`src/rtl/spi_reg_pkg.sv`:
```
package spi_reg_pkg;
  typedef enum logic [2:0] {
    RA_RX   = 3'd0,
    RA_TX   = 3'd1,
    RA_STAT = 3'd2,
    RA_CTRL = 3'd3,
    RA_RSVD = 3'd4,
    RA_SSEL = 3'd5
  } reg_addr_e;

  localparam int unsigned ST_TRDY  = 0;
  localparam int unsigned ST_RRDY  = 1;
  localparam int unsigned ST_TMT   = 2;
  localparam int unsigned CTL_HOLD = 0;
endpackage

```
`src/rtl/spi_tick.sv`:
```
module spi_tick #(
  parameter int unsigned DIV = 2
) (
  input  logic clk,
  input  logic rst_n,
  input  logic run,
  output logic tick
);
  localparam int unsigned CW = (DIV > 1) ? $clog2(DIV) : 1;

  logic [CW-1:0] cnt_q, cnt_n;

  always_comb begin
    tick  = run && (cnt_q == CW'(DIV - 1));
    cnt_n = (!run || tick) ? '0 : cnt_q + CW'(1);
  end

  always_ff @(posedge clk or negedge rst_n) begin
    if (!rst_n) cnt_q <= '0;
    else        cnt_q <= cnt_n;
  end
endmodule

```
`src/rtl/spi_shifter.sv`:
```
module spi_shifter #(
  parameter int unsigned DW = 8
) (
  input  logic          clk,
  input  logic          rst_n,
  input  logic          load,
  input  logic [DW-1:0] ld_data,
  input  logic          tick,
  input  logic          miso,
  output logic          busy,
  output logic          sclk,
  output logic          mosi,
  output logic          done,
  output logic [DW-1:0] rx_byte
);
  localparam int unsigned BCW = $clog2(DW) + 1;

  logic          busy_q, busy_n;
  logic          sclk_q, sclk_n;
  logic [DW-1:0] sh_q, sh_n;
  logic          samp_q, samp_n;
  logic [BCW-1:0] bcnt_q, bcnt_n;

  always_comb begin
    busy_n  = busy_q;
    sclk_n  = sclk_q;
    sh_n    = sh_q;
    samp_n  = samp_q;
    bcnt_n  = bcnt_q;
    done    = 1'b0;
    rx_byte = {sh_q[DW-2:0], samp_q};
    if (!busy_q) begin
      if (load) begin
        busy_n = 1'b1;
        sclk_n = 1'b0;
        sh_n   = ld_data;
        bcnt_n = '0;
      end
    end else if (tick) begin
      if (!sclk_q) begin
        sclk_n = 1'b1;
        samp_n = miso;
      end else begin
        sclk_n = 1'b0;
        sh_n   = {sh_q[DW-2:0], samp_q};
        bcnt_n = bcnt_q + BCW'(1);
        if (bcnt_q == BCW'(DW - 1)) begin
          busy_n = 1'b0;
          done   = 1'b1;
        end
      end
    end
  end

  always_ff @(posedge clk or negedge rst_n) begin
    if (!rst_n) begin
      busy_q <= 1'b0;
      sclk_q <= 1'b0;
      sh_q   <= '0;
      samp_q <= 1'b0;
      bcnt_q <= '0;
    end else begin
      busy_q <= busy_n;
      sclk_q <= sclk_n;
      sh_q   <= sh_n;
      samp_q <= samp_n;
      bcnt_q <= bcnt_n;
    end
  end

  assign busy = busy_q;
  assign sclk = sclk_q;
  assign mosi = busy_q & sh_q[DW-1];
endmodule

```
`src/rtl/spi_regfile.sv`:
```
module spi_regfile
  import spi_reg_pkg::*;
#(
  parameter int unsigned DW = 8,
  parameter int unsigned SW = 4,
  parameter int unsigned BW = 16
) (
  input  logic          clk,
  input  logic          rst_n,
  input  logic [2:0]    addr,
  input  logic          wr,
  input  logic          rd,
  input  logic [BW-1:0] wdata,
  output logic [BW-1:0] rdata,
  input  logic          busy,
  input  logic          done,
  input  logic [DW-1:0] rx_byte,
  output logic          load,
  output logic [DW-1:0] ld_data,
  output logic          hold_sel,
  output logic [SW-1:0] sel,
  output logic          trdy,
  output logic          rrdy,
  output logic          tmt
);
  logic [DW-1:0] tx_buf_q, tx_buf_n;
  logic          full_q, full_n;
  logic [DW-1:0] rx_q, rx_n;
  logic          rrdy_q, rrdy_n;
  logic          hold_q, hold_n;
  logic [SW-1:0] sel_q, sel_n;
  logic          wr_tx, unused_wbits;

  assign unused_wbits = ^wdata;

  always_comb begin
    wr_tx    = wr && (addr == RA_TX) && !full_q;
    load     = full_q && !busy;
    tx_buf_n = wr_tx ? wdata[DW-1:0] : tx_buf_q;
    full_n   = full_q;
    if (load)  full_n = 1'b0;
    if (wr_tx) full_n = 1'b1;
    rx_n   = done ? rx_byte : rx_q;
    rrdy_n = rrdy_q;
    if (rd && (addr == RA_RX)) rrdy_n = 1'b0;
    if (done)                  rrdy_n = 1'b1;
    hold_n = (wr && (addr == RA_CTRL)) ? wdata[CTL_HOLD] : hold_q;
    sel_n  = (wr && (addr == RA_SSEL)) ? wdata[SW-1:0] : sel_q;
  end

  always_ff @(posedge clk or negedge rst_n) begin
    if (!rst_n) begin
      tx_buf_q <= '0;
      full_q   <= 1'b0;
      rx_q     <= '0;
      rrdy_q   <= 1'b0;
      hold_q   <= 1'b0;
      sel_q    <= SW'(1);
    end else begin
      tx_buf_q <= tx_buf_n;
      full_q   <= full_n;
      rx_q     <= rx_n;
      rrdy_q   <= rrdy_n;
      hold_q   <= hold_n;
      sel_q    <= sel_n;
    end
  end

  always_comb begin
    trdy = !full_q;
    rrdy = rrdy_q;
    tmt  = !full_q && !busy;
    rdata = '0;
    case (addr)
      RA_RX: rdata = BW'(rx_q);
      RA_STAT: begin
        rdata[ST_TRDY] = trdy;
        rdata[ST_RRDY] = rrdy;
        rdata[ST_TMT]  = tmt;
      end
      RA_CTRL: rdata = BW'(hold_q);
      RA_SSEL: rdata = BW'(sel_q);
      default: rdata = '0;
    endcase
  end

  assign ld_data  = tx_buf_q;
  assign hold_sel = hold_q;
  assign sel      = sel_q;
endmodule

```
`src/rtl/spi_reg_master.sv`:
```
module spi_reg_master #(
  parameter int unsigned DATA_W  = 8,
  parameter int unsigned SS_W    = 4,
  parameter int unsigned CLK_DIV = 2,
  parameter int unsigned BUS_W   = 16
) (
  input  logic             clk,
  input  logic             rst_n,
  input  logic [2:0]       bus_addr,
  input  logic             bus_wr,
  input  logic             bus_rd,
  input  logic [BUS_W-1:0] bus_wdata,
  output logic [BUS_W-1:0] bus_rdata,
  output logic             sclk,
  output logic             mosi,
  input  logic             miso,
  output logic [SS_W-1:0]  ss_n
);
  logic [1:0]        rst_sync_q;
  logic              rst_n_s;
  logic              busy_w, done_w, tick_w, load_w, hold_w;
  logic              trdy_w, rrdy_w, tmt_w;
  logic [DATA_W-1:0] rx_byte_w, ld_data_w;
  logic [SS_W-1:0]   sel_w;

  always_ff @(posedge clk or negedge rst_n) begin
    if (!rst_n) rst_sync_q <= 2'b00;
    else        rst_sync_q <= {rst_sync_q[0], 1'b1};
  end
  assign rst_n_s = rst_sync_q[1];

  spi_tick #(.DIV(CLK_DIV)) u_tick (
    .clk(clk), .rst_n(rst_n_s), .run(busy_w), .tick(tick_w)
  );

  spi_shifter #(.DW(DATA_W)) u_shift (
    .clk(clk), .rst_n(rst_n_s), .load(load_w), .ld_data(ld_data_w),
    .tick(tick_w), .miso(miso), .busy(busy_w), .sclk(sclk), .mosi(mosi),
    .done(done_w), .rx_byte(rx_byte_w)
  );

  spi_regfile #(.DW(DATA_W), .SW(SS_W), .BW(BUS_W)) u_regs (
    .clk(clk), .rst_n(rst_n_s), .addr(bus_addr), .wr(bus_wr), .rd(bus_rd),
    .wdata(bus_wdata), .rdata(bus_rdata), .busy(busy_w), .done(done_w),
    .rx_byte(rx_byte_w), .load(load_w), .ld_data(ld_data_w),
    .hold_sel(hold_w), .sel(sel_w), .trdy(trdy_w), .rrdy(rrdy_w), .tmt(tmt_w)
  );

  assign ss_n = ~(sel_w & {SS_W{hold_w | busy_w}});
endmodule

```
`config.mk`:
```
export PLATFORM = sky130hd
export DESIGN_NAME = spi_reg_master
export DESIGN_NICKNAME = d
export VERILOG_FILES = /design/src/rtl/spi_reg_pkg.sv /design/src/rtl/spi_tick.sv /design/src/rtl/spi_shifter.sv /design/src/rtl/spi_regfile.sv /design/src/rtl/spi_reg_master.sv
export SDC_FILE = /design/constraint.sdc
export NUM_CORES = 1
export LEC_CHECK = 0
export CAP_MARGIN = 15
export CORE_UTILIZATION = 50
export CTS_CLUSTER_DIAMETER = 50
export DETAILED_ROUTE_END_ITERATION = 10
export GPL_ROUTABILITY_DRIVEN = 0
export MAX_ROUTING_LAYER = met4
export PLACE_DENSITY_LB_ADDON = 0.12
export RECOVER_POWER = 100
export SLEW_MARGIN = 10
export SYNTH_ARGS = -nofsm -noshare
export SYNTH_HDL_FRONTEND = slang
export SYNTH_HIERARCHICAL = 1
export SYNTH_SLANG_ARGS = --single-unit
```
`constraint.sdc`:
```
create_clock -name clk -period 1.49 [get_ports clk]
set_input_delay 0.298 -clock clk [delete_from_list [all_inputs] [get_ports clk]]
set_output_delay 0.298 -clock clk [all_outputs]
set_load 0.05 [all_outputs]
```
; Word-level counts from Yosys, hierarchy flattened
; Cells that the tools add are included.
[totals]
romBits = 0
ff_bits = 41
mem_bits_rw = 0
output_inout_bits = 22
memories = 0
input_bits = 24
word_cells = 72
latch_bits = 0
[classes]
multipliers = 0
n_div = 0
magnitude_cmp = 0
n_bitwise = 5
n_reduce_logical = 18
n_shift = 0
addsub = 2
n_eq_ne = 7
muxes = 27
[ops]
columns = cell, count
row1 = 8-bit 2-to-1 mux, 4
row2 = 1-bit 2-to-1 mux, 17
row3 = 4-bit 2-to-1 mux, 4
row4 = 3-bit one-hot mux with 4 select lines, 1
row5 = 5-bit one-hot mux with 2 select lines, 1
row6 = 1-bit logical AND, 8
row7 = 3-bit by 2-bit equality test with 1-bit output (second input constant), 2
row8 = 3-bit AND reduction, 2
row9 = 2-bit nonzero test, 3
row10 = 4-bit by 1-bit adder with 4-bit output (second input constant), 1
row11 = 4-bit AND, 1
row12 = 4-bit by 3-bit equality test with 1-bit output (second input constant), 1
row13 = 2-bit inequality test (second input constant), 2
row14 = 4-bit inverter, 1
row15 = 3-bit by 1-bit equality test with 1-bit output (second input constant), 1
row16 = 3-bit equality test (second input constant), 1
row17 = 3-bit zero test, 1
row18 = 1-bit zero test, 2
row19 = 2-bit AND reduction, 1
row20 = 1-bit adder (second input constant), 1
row21 = 1-bit AND, 1
row22 = 1-bit logical OR, 1
row23 = 1-bit inverter, 1
row24 = 1-bit OR, 1

; Depth between registers and ports, before layout
[logic_depth]
depth_word = 6
depth_mapped = 6
mapped_depth_nobuf = 5

; Cells and area by module
; Netlist, hierarchy kept.
[modules_own_cells]
columns = module, seq_area_each_um2, instances, area_per_inst_um2, cells_each
row1 = spi_regfile, 576.8, 1, 1113.6, 88
row2 = spi_shifter, 375.4, 1, 872.1, 68
row3 = spi_reg_master, 50.0, 1, 73.8, 7
row4 = spi_tick, 25.0, 1, 41.3, 3

; Worst setup path after synthesis
; OpenSTA, ideal clock, no wires.
[synth_timing]
path_type = input port to output port
startpoint = input bus_addr[0]
endpoint = output bus_rdata[1]
required_ns = 1.192
t_arrival_ns = 1.918
path_buffers = 1
cell_stages = 4
setup_slack_ns = -0.726
cell_sequence = buf_4 -> nor2_1 -> a22oi_1 -> o21ai_0
[synth_via]
elab_chain_cells = 2
elab_cells_between_ends = 5
classes_between = eq/ne (3) / mux (1) / reduce/logical (1)
[synth_rtl]
columns = element, line
row1 = from (decl), spi_reg_master.sv:9  ; input logic [2:0] bus_addr,
row2 = "3-bit equality test, or another cell as far along", spi_regfile.sv:74  ; case (addr)
row3 = 3-bit one-hot mux with 4 select lines (*), spi_regfile.sv:74
row4 = to (decl), spi_reg_master.sv:13  ; output logic [BUS_W-1:0] bus_rdata,
; Every way passes the cells marked *; elsewhere a longest branch is shown, timed or not.

; Worst setup path in the final report
[layout_timing]
startpoint = register u_shift.busy_q (netlist: u_shift/busy)
endpoint = output bus_rdata[2]
[layout_via]
elab_chain_cells = 3
[layout_rtl]
columns = element, line
row1 = from (decl), spi_shifter.sv:18  ; logic busy_q, busy_n;
row2 = from (signal assigned), spi_shifter.sv:63  ; busy_q <= busy_n;
row3 = 1-bit zero test, spi_regfile.sv:72  ; tmt = !full_q && !busy;
row4 = 1-bit logical AND, spi_regfile.sv:72
row5 = net tmt_w, spi_reg_master.sv:22  ; logic trdy_w, rrdy_w, tmt_w;
row6 = 3-bit one-hot mux with 4 select lines, spi_regfile.sv:74
; The timed path passes the listed nets, and every way through them passes these cells.

==> reports/results.txt <==
Number of diodes - 0
Final std cells w/o fill - 275
Post-synth EDFFs - 0
CP required - 1.19 ns
Post-Route Skew - 0.004292 ns
Nets - 249
Psw - 1.815 mW
Net Sw Frac - 34.31%
Final Hold Vio Count - 0
Clk slew on worst S/H paths - 0.07 ns
Hold Path Class - in -> async
Post-route setup slack - -0.1973 ns
Crit path kind - reg -> out
Drt via density - 5.251
Sequence of cells on the critical path - buf_6 -> buf_8 -> nor2_4 -> nand3_2 -> o21ai_4 -> buf_12
Site row count - 23
CP max stage cell - dfrtp_2
DRC viols - 0
Commonest non-fill, non-tap cell in the layout - dfrtp_1
GRT Overall Usage - 24.70%
# IOs - 46
Share of cells above drive strength 1 - 58.67%
Clock Latency Late Sink - 0.29 ns
Die width - 66.82 um
Clk network pwr share - 13.0%
Clock Sinks - 41
Die ar. - 0.004465 mm^2
Fin crit share - 113.2%
Nature of the critical path startpoint - register
Clock Tree Buf Depth - 2
Setup crit end kind - output pin
Arrival time at the worst endpoint - 1.39 ns
Failing checks - negative setup slack
Seq pwr share - 33.4%
TritonCTS clock tree - done
Met2 wire len - 2324 um
Largest net degree at the start of global routing - 26
CP max FO - 6
Most frequent cells in the layout - dfrtp_1, mux2_4, buf_4
Synth unique cells - 38
Global-route wire length before repair - 7541 um
Register bit total from synthesis - 41
Area grow syn2layout - 42.47%
Max Used Layer - met4
Register area share after synthesis - 48.90%
Total wire length - 4625 um
Final core utilization - 74.29%
Grt total ovfl - 0
Worst Hold Slack - 0.2299 ns
Root buf cell - clkbuf_8
Max-Slew Margin vs Limit - 51.86%
Reg-to-Reg Start - u_shift/busy
Worst IR Drop VDD - 0.001284 V
Syn Inst Count - 166
PortBufs - 29
Die Ht - 66.82 um
First drt pass iteration count - 4
Min cycle time layout - 1.687 ns
Placed cell count - 254
DRT met1 WL - 2070 um
CTS Buf Count - 5
Pwr Total - 5.289 mW
Pleak - 1.371 nW
Ys Warns - 6
Top_reg_cell synth - dfrtp_1
DRT antenna net count - 0
Core Footprint - 0.004029 mm^2
Met3 wire length - 150 um
Final setup viols - 24
# H-tree levels - 2
Vias in the first global route - 1479
Antenna violations before repair - 0
Ys async rst share - 100.0%
Cell Area, Synth - 0.002101 mm^2
Combinational Power Share - 53.5%
CP peak stage delay - 0.43 ns
P per Cell Area - 1767 mW/mm^2
Achievable Freq - 592.7 MHz
Routed vias - 1444
DP HPWL - 3133 um
CP startpoint - u_shift/busy
CTS Hold Buffers Added - 0
RSZ-0062 raised after global routing - true
Synthesized area per cell - 12.66 um^2
WL per Instance - 16.82 um
Max Slew Vio Count - 0
Status - complete, but fails checks
Initial Utilization - 52.14%
Max Cap Viol - 0
Power Internal - 3.474 mW
Initial drt markers - 76
Slew @ Worst Pin - 0.7221 ns
-- Yosys cell counts (all sizes together) (2+ instances only) --
master  instances  area share, %
a21o            2           0.71
a21oi           4           0.95
a22oi           4            1.4
and2            8            2.4
buf            20            7.2
clkbuf          2           0.36
conb            2           0.36
dfrtp          40             48
inv             2           0.36
mux2           41             25
nand2           5            1.1
nand3           4           0.95
nand4b          2           0.83
nor2            7            1.3
nor3b           2           0.95
o21ai           6            1.4
xnor2           2           0.83
-- critical path, delay by kind of cell, from the launching register on --
kind / cells / cell delay [ns]
flip-flops: 1 / 0.43
AO/OA/AOI/OAI: 1 / 0.08
AND/OR/NAND/NOR: 2 / 0.18
buffers and inverters: 3 / 0.41
-- metrics by stage --
| stage | cell area (um^2) | TNS (ns) | setup WS, ns |
|---|---|---|---|
| 4_1_cts | 2990 | -3.023 | -0.1708 |
| 3_5_place_dp | 2713 | -9.647 | -0.4411 |
| 2_1_floorplan | 2220 | -1.719 | -0.1878 |
| 6_report | 2993 | -3.373 | -0.1973 |
| 3_3_place_gp | 2713 | -8.414 | -0.4123 |
| 5_1_grt | 2993 | -4.921 | -0.2685 |
-- state kept, by name, indices dropped and copies added, names as in the netlist, 2 cells and up --
name            count
u_regs/sel          4
u_shift/sh_q        8
u_regs/rx_q         8
rst_sync_q          2
u_shift/bcnt_q      4
u_regs/ld_data      8
-- power by group through the flow --
stage	clock network [mW]	logic, mW	registers, mW
after floorplan	0	1.71	1.78
after global placement	0	2.37	1.74
after detailed placement	0	2.43	1.76
after CTS	0.718	2.78	1.75
after global routing	0.774	3.02	1.81
final	0.690	2.83	1.77
-- cell type report --
cell class | count | area [um^2]
Fill cell | 260 | 1036
Multi-Input combinational cell | 109 | 1101
Inverter | 2 | 7.507
Clock buffer | 8 | 80.08
Timing Repair Buffer | 65 | 711.9
Sequential cell | 41 | 1030
Tap cell | 50 | 62.56
-- final timing paths --
check,slack [ns],depth (start not counted),end
max in group asynchronous,0.65,1,u_shift/sh_q[3]
min in group clk,0.35,0,rst_sync_q[1]
setup reg to reg,-0.16,5,u_regs/rx_q[1]
setup / recovery,-0.20,6,bus_rdata[2]
hold reg to reg,0.35,0,rst_sync_q[1]
hold / removal,0.23,1,rst_sync_q[1]
-- kinds of logic (layout without fill, tap and decap cells) --
logic type | after synthesis | in the layout | synth area share [%]
multiplexers | 42 | 42 | 25.49
flip-flops | 41 | 41 | 48.90
AND/OR/NAND/NOR | 35 | 36 | 10.19
buffers and inverters | 24 | 75 | 7.921
AO/OA/AOI/OAI | 19 | 19 | 5.718
other | 2 | 9 | 0.3575
XOR/XNOR | 2 | 2 | 0.8340
adder cells (fa/ha/maj) | 1 | 1 | 0.5955
-- metal layers --
layer  vias to the layer above  GRT usage (%)
met1                       718          30.86
met4                         0          9.043
met5                         -              -
met2                        33          39.65
met3                         9          4.966
li1                        684              -
-- what timing repair did --
item / 4_1_cts / 5_1_grt
gates cloned: 1 / 0
pin swaps: 10 / 3
endpoints found under the setup margin: 42 / 36
buffers inserted: 12 / 1
gates resized for setup: 44 / 9
No activity file was read; power rests on OpenSTA's default activity.
